`src/rtl/udma_stat_pkg.sv`:
```
// Package: shared status bit positions and register addresses for the
// Ultra DMA status monitor. Bit positions are fixed because software decodes them.
package udma_stat_pkg;
    localparam int NUM_FLAGS = 6;
    localparam int POS_SWERR  = 8;
    localparam int POS_IFERR  = 7;
    localparam int POS_DEVTRM = 5;
    localparam int POS_DEVINT = 4;
    localparam int POS_TOUT   = 3;
    localparam int POS_ERR    = 2;
    localparam int POS_NEND   = 1;
    localparam int POS_ACT    = 0;
    // Sticky flag index -> status bit position
    localparam int FLAG_POS [NUM_FLAGS] = '{POS_SWERR, POS_IFERR, POS_DEVTRM,
                                            POS_TOUT, POS_ERR, POS_NEND};
    localparam int ADDR_STATUS = 0;
    localparam int ADDR_COUNT  = 1;
endpackage

```
`src/rtl/udma_xfer_count.sv`:
```
// Module: transfer byte counter and DMA-active tracker.
// Assumes: start is honoured only when idle; a start with count zero
// reports normal end at once and never goes active.
module udma_xfer_count #(
    parameter int CNT_W      = 16,
    parameter int WORD_BYTES = 2
) (
    input  logic             clk,
    input  logic             rst_n,
    input  logic             start,
    input  logic [CNT_W-1:0] prog_cnt,
    input  logic             word_ack,
    input  logic             dev_exit,
    output logic             active,
    output logic             nend_set,
    output logic             devtrm_set
);
    localparam logic [CNT_W-1:0] STEP = CNT_W'(WORD_BYTES);

    logic [CNT_W-1:0] remain_q;
    logic             ack, exhaust;

    // Decode completion and early device exit for this cycle
    always_comb begin
        ack        = active && word_ack;
        exhaust    = ack && (remain_q <= STEP);
        nend_set   = exhaust || (start && !active && (prog_cnt == '0));
        devtrm_set = active && dev_exit && !exhaust;
    end

    // Load, decrement and retire the transfer
    always_ff @(posedge clk) begin
        if (!rst_n) begin
            active   <= 1'b0;
            remain_q <= '0;
        end else if (!active) begin
            if (start && (prog_cnt != '0)) begin
                active   <= 1'b1;
                remain_q <= prog_cnt;
            end
        end else if (exhaust || dev_exit) begin
            active   <= 1'b0;
            remain_q <= '0;
        end else if (ack) begin
            remain_q <= remain_q - STEP;
        end
    end
endmodule

```
`src/rtl/udma_iferr_detect.sv`:
```
// Module: Ultra DMA handshake protocol checker (combinational).
// Assumes: dreq/iordy are already synchronised; events count only while active.
module udma_iferr_detect (
    input  logic active,
    input  logic dir_in,
    input  logic burst_start,
    input  logic host_end,
    input  logic dev_end,
    input  logic dreq,
    input  logic iordy,
    output logic iferr_set
);
    logic in_bad, out_bad;

    // Evaluate the illegal line states for each direction
    always_comb begin
        in_bad  = (host_end && (dreq || !iordy)) || (dev_end && !iordy);
        out_bad = (burst_start && !iordy) || (host_end && (dreq || !iordy));
        iferr_set = active && (dir_in ? in_bad : out_bad);
    end
endmodule

```
`src/rtl/udma_taskfile_gate.sv`:
```
// Module: task-file shadow registers with a DMA-time access blocker.
// Assumes: one access per request cycle; blocked accesses leave no trace.
module udma_taskfile_gate #(
    parameter int TF_AW = 3,
    parameter int TF_DW = 16
) (
    input  logic             clk,
    input  logic             rst_n,
    input  logic             dma_active,
    input  logic             tf_req,
    input  logic             tf_we,
    input  logic [TF_AW-1:0] tf_addr,
    input  logic [TF_DW-1:0] tf_wdata,
    output logic [TF_DW-1:0] tf_rdata,
    output logic             tf_strobe,
    output logic             swerr_set
);
    localparam int TF_DEPTH = 1 << TF_AW;

    logic [TF_DW-1:0] shadow_q [TF_DEPTH];
    logic             allowed;

    // Decide whether the access may reach the device side
    always_comb begin
        allowed   = tf_req && !dma_active;
        swerr_set = tf_req && dma_active;
        tf_strobe = allowed;
        tf_rdata  = (allowed && !tf_we) ? shadow_q[tf_addr] : '0;
    end

    // Store permitted writes into the shadow file
    always_ff @(posedge clk) begin
        if (!rst_n) begin
            for (int i = 0; i < TF_DEPTH; i++) shadow_q[i] <= '0;
        end else if (allowed && tf_we) begin
            shadow_q[tf_addr] <= tf_wdata;
        end
    end
endmodule

```
`src/rtl/udma_status_mon.sv`:
```
// Module: top of the Ultra DMA status monitor. Holds the sticky flags with
// write-0-to-clear behaviour, the count register and the read mux.
// Assumes: single-cycle register bus, reads are combinational.
module udma_status_mon
    import udma_stat_pkg::*;
#(
    parameter int CPU_AW     = 4,
    parameter int CNT_W      = 16,
    parameter int WORD_BYTES = 2,
    parameter int TF_AW      = 3,
    parameter int TF_DW      = 16
) (
    input  logic              clk,
    input  logic              rst_n,
    input  logic [CPU_AW-1:0] cpu_addr,
    input  logic              cpu_rd,
    input  logic              cpu_wr,
    input  logic [31:0]       cpu_wdata,
    output logic [31:0]       cpu_rdata,
    input  logic              tf_req,
    input  logic              tf_we,
    input  logic [TF_AW-1:0]  tf_addr,
    input  logic [TF_DW-1:0]  tf_wdata,
    output logic [TF_DW-1:0]  tf_rdata,
    output logic              tf_strobe,
    input  logic              dma_start,
    input  logic              word_ack,
    input  logic              dev_exit,
    input  logic              dir_in,
    input  logic              burst_start,
    input  logic              host_end,
    input  logic              dev_end,
    input  logic              dreq,
    input  logic              iordy,
    input  logic              tout_evt,
    input  logic              err_evt,
    input  logic              dev_irq
);
    logic                 active;
    logic                 nend_set, devtrm_set, iferr_set, swerr_set;
    logic [NUM_FLAGS-1:0] set_vec;
    logic [NUM_FLAGS-1:0] flag_q;
    logic [CNT_W-1:0]     prog_q;
    logic [31:0]          status_word;
    logic                 status_wr;

    udma_xfer_count #(.CNT_W(CNT_W), .WORD_BYTES(WORD_BYTES)) u_count (
        .clk(clk), .rst_n(rst_n), .start(dma_start), .prog_cnt(prog_q),
        .word_ack(word_ack), .dev_exit(dev_exit), .active(active),
        .nend_set(nend_set), .devtrm_set(devtrm_set)
    );

    udma_iferr_detect u_iferr (
        .active(active), .dir_in(dir_in), .burst_start(burst_start),
        .host_end(host_end), .dev_end(dev_end), .dreq(dreq), .iordy(iordy),
        .iferr_set(iferr_set)
    );

    udma_taskfile_gate #(.TF_AW(TF_AW), .TF_DW(TF_DW)) u_tf (
        .clk(clk), .rst_n(rst_n), .dma_active(active), .tf_req(tf_req),
        .tf_we(tf_we), .tf_addr(tf_addr), .tf_wdata(tf_wdata),
        .tf_rdata(tf_rdata), .tf_strobe(tf_strobe), .swerr_set(swerr_set)
    );

    // Gather set events in flag order (matches FLAG_POS)
    always_comb begin
        set_vec   = {swerr_set, iferr_set, devtrm_set, tout_evt, err_evt, nend_set};
        status_wr = cpu_wr && (cpu_addr == CPU_AW'(ADDR_STATUS));
    end

    // One sticky write-0-to-clear cell per flag; set beats clear
    for (genvar g = 0; g < NUM_FLAGS; g++) begin : g_flag
        localparam int IDX = NUM_FLAGS - 1 - g;
        always_ff @(posedge clk) begin
            if (!rst_n)
                flag_q[IDX] <= 1'b0;
            else if (set_vec[IDX])
                flag_q[IDX] <= 1'b1;
            else if (status_wr && !cpu_wdata[FLAG_POS[g]])
                flag_q[IDX] <= 1'b0;
        end
    end

    // Programmed transfer byte count register
    always_ff @(posedge clk) begin
        if (!rst_n)
            prog_q <= '0;
        else if (cpu_wr && (cpu_addr == CPU_AW'(ADDR_COUNT)))
            prog_q <= cpu_wdata[CNT_W-1:0];
    end

    // Assemble the status word from flags and live bits
    always_comb begin
        status_word = '0;
        for (int i = 0; i < NUM_FLAGS; i++)
            status_word[FLAG_POS[i]] = flag_q[NUM_FLAGS-1-i];
        status_word[POS_DEVINT] = dev_irq;
        status_word[POS_ACT]    = active;
    end

    // Register read multiplexer
    always_comb begin
        cpu_rdata = '0;
        if (cpu_rd) begin
            if (cpu_addr == CPU_AW'(ADDR_STATUS))
                cpu_rdata = status_word;
            else if (cpu_addr == CPU_AW'(ADDR_COUNT))
                cpu_rdata = 32'(prog_q);
        end
    end
endmodule

```
`config.mk`:
```
export PLATFORM = sky130hd
export DESIGN_NAME = udma_status_mon
export DESIGN_NICKNAME = d
export VERILOG_FILES = /design/src/rtl/udma_stat_pkg.sv /design/src/rtl/udma_xfer_count.sv /design/src/rtl/udma_iferr_detect.sv /design/src/rtl/udma_taskfile_gate.sv /design/src/rtl/udma_status_mon.sv
export SDC_FILE = /design/constraint.sdc
export NUM_CORES = 1
export LEC_CHECK = 0
export BUFFER_PORTS_ARGS = -buffer_cell sky130_fd_sc_hd__buf_2
export CORE_ASPECT_RATIO = 0.5
export CORE_UTILIZATION = 55
export DETAILED_ROUTE_END_ITERATION = 10
export PLACE_DENSITY = 0.87
export SLEW_MARGIN = 20
export SYNTH_ARGS = -nofsm -noshare
export SYNTH_HDL_FRONTEND = slang
export SYNTH_HIERARCHICAL = 1
export SYNTH_SLANG_ARGS = --single-unit
```
`constraint.sdc`:
```
create_clock -name clk -period 5.1 [get_ports clk]
set_clock_uncertainty 0.2 [all_clocks]
set_input_delay 0.255 -clock clk [delete_from_list [all_inputs] [get_ports clk]]
set_output_delay 0.255 -clock clk [all_outputs]
set_load 0.005 [all_outputs]
```
### Word-level counts from Yosys, hierarchy flattened

Memory sizes are Yosys's and may differ from the RTL's.
Cells that the tools add are included.

* add/subtract/negate cells: 1
* multiply operators: 0
* div/mod/pow operators: 0
* magnitude comparators: 1
* equal/unequal tests: 2
* shift operators: 0
* muxes and demuxes: 31
* bitwise logic cells: 0
* reduce and logical (&&, ||, !) cells: 50

Operators by type and width (count)
* two-way mux 16 bit: 9
* logical AND 1 bit: 23
* two-way mux 1 bit: 21
* less-or-equal comparator 16 x 2 -> 1 bit, second input constant: 1
* logical NOT 16 bit: 1
* nonzero test 16 bit: 1
* OR reduction 16 bit: 1
* subtractor 16 x 2 -> 16 bit, second input constant: 1
* nonzero test 2 bit: 7
* logical NOT 1 bit: 10
* logical OR 1 bit: 5
* equality test 4 x 1 -> 1 bit, second input constant: 1
* logical NOT 4 bit: 1
* two-way mux 3 bit: 1
* != test 3 bit, second input constant: 1
* AND reduction 2 bit: 1

* register bits: 39
* latch bits: 0
* bits in writable memories: 128
* ROM bits: 0
* bits of input ports: 73
* output and inout port bits: 49
* word-level logic and storage cells: 95
* memories kept: 1

Memories
* u_tf.shadow_q: depth 8, width 16, read ports 1, clocked after memory_dff 0, write ports 8, RTL line udma_taskfile_gate.sv:20 `logic [TF_DW-1:0] shadow_q [TF_DEPTH];`

### Logic depth before layout (Yosys ltp)

* depth after elaboration: 8
* gate-level depth with buffers: 7
* depth with buffers taken out: 7

### Cells and area by module

Netlist, hierarchy kept.

By module, submodules not included
* udma_taskfile_gate: instances 1, cells an instance 436, area each 5952.0 µm²
* udma_status_mon: instances 1, cells an instance 142, area each 1217.4 µm²
* udma_xfer_count: instances 1, cells an instance 151, area each 1177.4 µm²
* udma_iferr_detect: instances 1, cells an instance 5, area each 36.3 µm²

### Worst setup path before layout

Ideal clock, no wire load.

* kind: reg2reg
* from: register u_count.active
* to: memory u_tf.shadow_q[5][0] (enable)
* arrival time: 2100 ps
* required time: 4489 ps
* slack: 2389 ps
* cell stages (with the launch flop): 4
* buffers on the path: 0
* period minus slack after synthesis: 2711 ps
* cells stage by stage: dfxtp_1 -> nand4b_4 -> or2_4 -> o21ai_0

RTL lines
* start, declared: RTL line udma_xfer_count.sv:14 `output logic active,`
* start signal, assigned: RTL line udma_xfer_count.sv:34 `active <= 1'b0;`
* start signal, assigned: RTL line udma_xfer_count.sv:38 `active <= 1'b1;`
* start signal, assigned: RTL line udma_xfer_count.sv:42 `active <= 1'b0;`
* end, declared: RTL line udma_taskfile_gate.sv:20

### Final worst setup path

* from: input tf_addr[2]
* to: output tf_rdata[1]

* cells in the longest elaborated chain, start to end: 2

RTL lines
* start, declared: RTL line udma_status_mon.sv:22 `input logic [TF_AW-1:0] tf_addr,`
* memory read (8 x 16 bit)
* two-way mux 16 bit: RTL line udma_taskfile_gate.sv:28 `tf_rdata = (allowed && !tf_we) ? shadow_q[tf_addr] : '0;`
* end, declared: RTL line udma_status_mon.sv:24 `output logic [TF_DW-1:0] tf_rdata,`

Every way passes these cells.

==> metrics.cfg <==
[setup_path]
cp-start-kind = input port
crit_required_ps = 4640
cp_slowest_cell = and2_0
cpPeakStageDelay_ps = 780
critPathMaxFanout = 48
r2r_start = u_count/active
startpoint = tf_addr[2]
crit_chain = buf_2, and2_0, a22oi_1, a21oi_1, o21a_1, buf_2
cp-end-kind = output pin
critPathArrivalTime_ps = 2570
path_common_cell = buf_2
worst-setup-path-type = in -> out

[global_routing]
antenna_found_initial = 0
grt_max_degree = 73
overflow = 0
grt_pass1_vias = 5917
grt_pass1_wl_um = 31200
track_usage_pct = 26.5

[cells_and_area]
drive_above_1_share_pct = 18.4
final_cell_count_no_fill = 1031
syn_to_final_growth_pct = 14.8
diodes = 0
fin_area_mm2 = 0.00962
fillers = 1052
num-nets-final = 894

[detailed_routing]
vias = 6276
detail-route-antenna-nets = 0
drtIter0Drc = 602
post_drt_wl_per_cell_um = 19.4
first_pass_iters = 5
drc = 0
vias_per_cell = 6.09
routed_wl_um = 20000

[floorplanning]
rows = 31
die_w_um = 177
start_util_pct = 57.2
die_h_um = 89.3
core_area_mm2 = 0.0147
pin_count = 122
dieArea_mm2 = 0.0158

[clock_tree]
cts_buffer_depth = 2
cts_hold_buf = 22
cts.sinks = 167
htreeDepth = 4
numCtsBuffers = 17
cts_resized = 0
clk_root_buffer_cell = clkbuf_16
cts_setup_buffers = 0
cts_tree = built
cts.clk_slew.worst_paths_ps = 70
clk_latency_ps = 430

[synthesis]
synth_area_mm2 = 0.00838
ys_types = 66
synth_edf_count = 128
async_flop_share_pct = 0
synth_largest_area_cell = edfxtp_1
ys_top_cells_by_area = edfxtp_1, dfxtp_1, and2_1, a221oi_1, a22oi_1
synthCells = 734
ys_seq_elements = 167
yosysWarnings = 6
seq_area_frac_synth_pct = 55.2
ys.flop_type = edfxtp_1
syn_avg_cell_area_um2 = 11.4
yosys.area.top_type_share_pct = 45.9

[timing]
finalSetupTns_ps = 0
finalHoldViolations = 0
rsz0062_at_grt = false
slew_violations = 0
tightest_slew_ps = 1010
slew_headroom_pct = 32.2
fmax_ghz = 0.330
fin_crit_ps = 3030
finalSetupViolations = 0
fin_crit_sh_pct = 59.4

[run_status]
outcome = completed

[placed_design]
dp_hpwl_um = 12700
place.gp.congestion = 0.893
postPlaceCellArea_mm2 = 0.00879
portBuffers = 89
place_inst = 977

[power_and_ir_drop]
powerDensity_mw_per_mm2 = 333
peakVddDrop_v = 0.000177
design_power_total_mw = 3.21
leakage_nw = 3.74

[job]
maxCapViolCount = 0

[worst_hold_path]
hold_class = in -> reg
hold_start = tf_wdata[1]

state kept, by name, summed over array words and instances, names as in the netlist:
signal and count:
flag_q 6, prog_q 16, u_count/active 1, u_count/remain_q 16, u_tf/shadow_q 128
logic make-up after synthesis:
kind of cell | count (synthesis) | synth area share, %
flip-flops | 167 | 55.2
XOR/XNOR | 5 | 0.522
AND/OR/NAND/NOR | 303 | 21.9
multiplexers | 27 | 3.52
buffers and inverters | 73 | 5.01
AO/OA/AOI/OAI | 157 | 13.7
adder cells (fa/ha/maj) | 1 | 0.149
other | 1 | 0.0447
worst paths after layout:
path,to,slack (ps),cells after the start
min reg2reg,prog_q[10],290,2
max,tf_rdata[1],2070,6
max reg2reg,u_tf/shadow_q[4][14],2090,4
min,u_tf/shadow_q[6][1],8,2
layout by cell type, fill, tap and decap left out, types with 6 or more instances in the layout:
master / netlist / final
clkbuf_16: 0 / 17
a21oi_1: 18 / 18
nand2b_1: 7 / 7
nor2_1: 32 / 31
o21a_1: 12 / 12
a22oi_1: 34 / 34
dfxtp_1: 39 / 39
nor4_1: 9 / 9
nor2b_1: 20 / 20
and2_1: 114 / 114
dlygate4sd3_1: 0 / 22
o31a_1: 6 / 6
inv_1: 7 / 7
nand2_1: 54 / 54
edfxtp_1: 128 / 128
buf_4: 19 / 6
buf_2: 14 / 89
a31oi_1: 10 / 10
mux2i_1: 25 / 25
and3_1: 26 / 26
a221oi_1: 33 / 33
conb_1: 1 / 16
o21ai_0: 20 / 18
cell usage after synthesis (3+ instances only):
library cell  count
a21oi_1          18
a221oi_1         33
a22oi_1          34
a31oi_1          10
and2_1          114
and3_1           26
buf_2            14
buf_4            19
buf_6             5
clkbuf_1         23
clkbuf_2          3
dfxtp_1          39
edfxtp_1        128
inv_1             7
mux2i_1          25
nand2_1          54
nand2b_1          7
nand3_1           5
nand4_1           5
nor2_1           32
nor2b_1          20
nor3_1            4
nor3_2            4
nor4_1            9
o211ai_1          3
o21a_1           12
o21ai_0          20
o221ai_1          3
o22ai_1           4
o31a_1            6
xor2_1            3
power breakdown:
part           total (mW)  switching, mW  internal, mW
Sequential           1.55         0.0312          1.52
Combinational       0.356          0.224         0.132
Clock                1.31          0.633         0.672
per-layer routing:
layer	GRT usage [%]	vias up	wire, um
li1	-	2868	-
met1	34.8	3059	8380
met2	45.3	316	9820
met3	4.04	33	1400
met4	10.3	0	377
met5	0	-	0
through the flow:
| step | util, % | setup slack, ps | hold slack [ps] |
|---|---|---|---|
| 6_report | 65.6 | 2070 | 7.53 |
| 5_1_grt | 65.6 | 1850 | 11.7 |
| 4_1_cts | 65.6 | 2090 | 2.07 |
| 3_5_place_dp | 60.0 | 1990 | 273 |
| 3_3_place_gp | 59.9 | 2100 | 263 |
| 2_1_floorplan | - | 2390 | 197 |
worst max-delay path, delay by kind of cell:
family,cells,cell delay [ps]
buf+inv,2,830
compound gates,3,690
simple gates,1,780
area by class of cell:
| type | count | area, um^2 | area share [%] |
|---|---|---|---|
| Tap cell | 198 | 248 | 2.57 |
| Clock buffer | 17 | 425 | 4.42 |
| Inverter | 8 | 30.0 | 0.312 |
| Multi-Input combinational cell | 509 | 3400 | 35.3 |
| Clock inverter | 15 | 188 | 1.95 |
| Sequential cell | 167 | 4620 | 48.1 |
| Timing Repair Buffer | 117 | 711 | 7.39 |
Note: power is estimated with default switching activity, not from simulation.
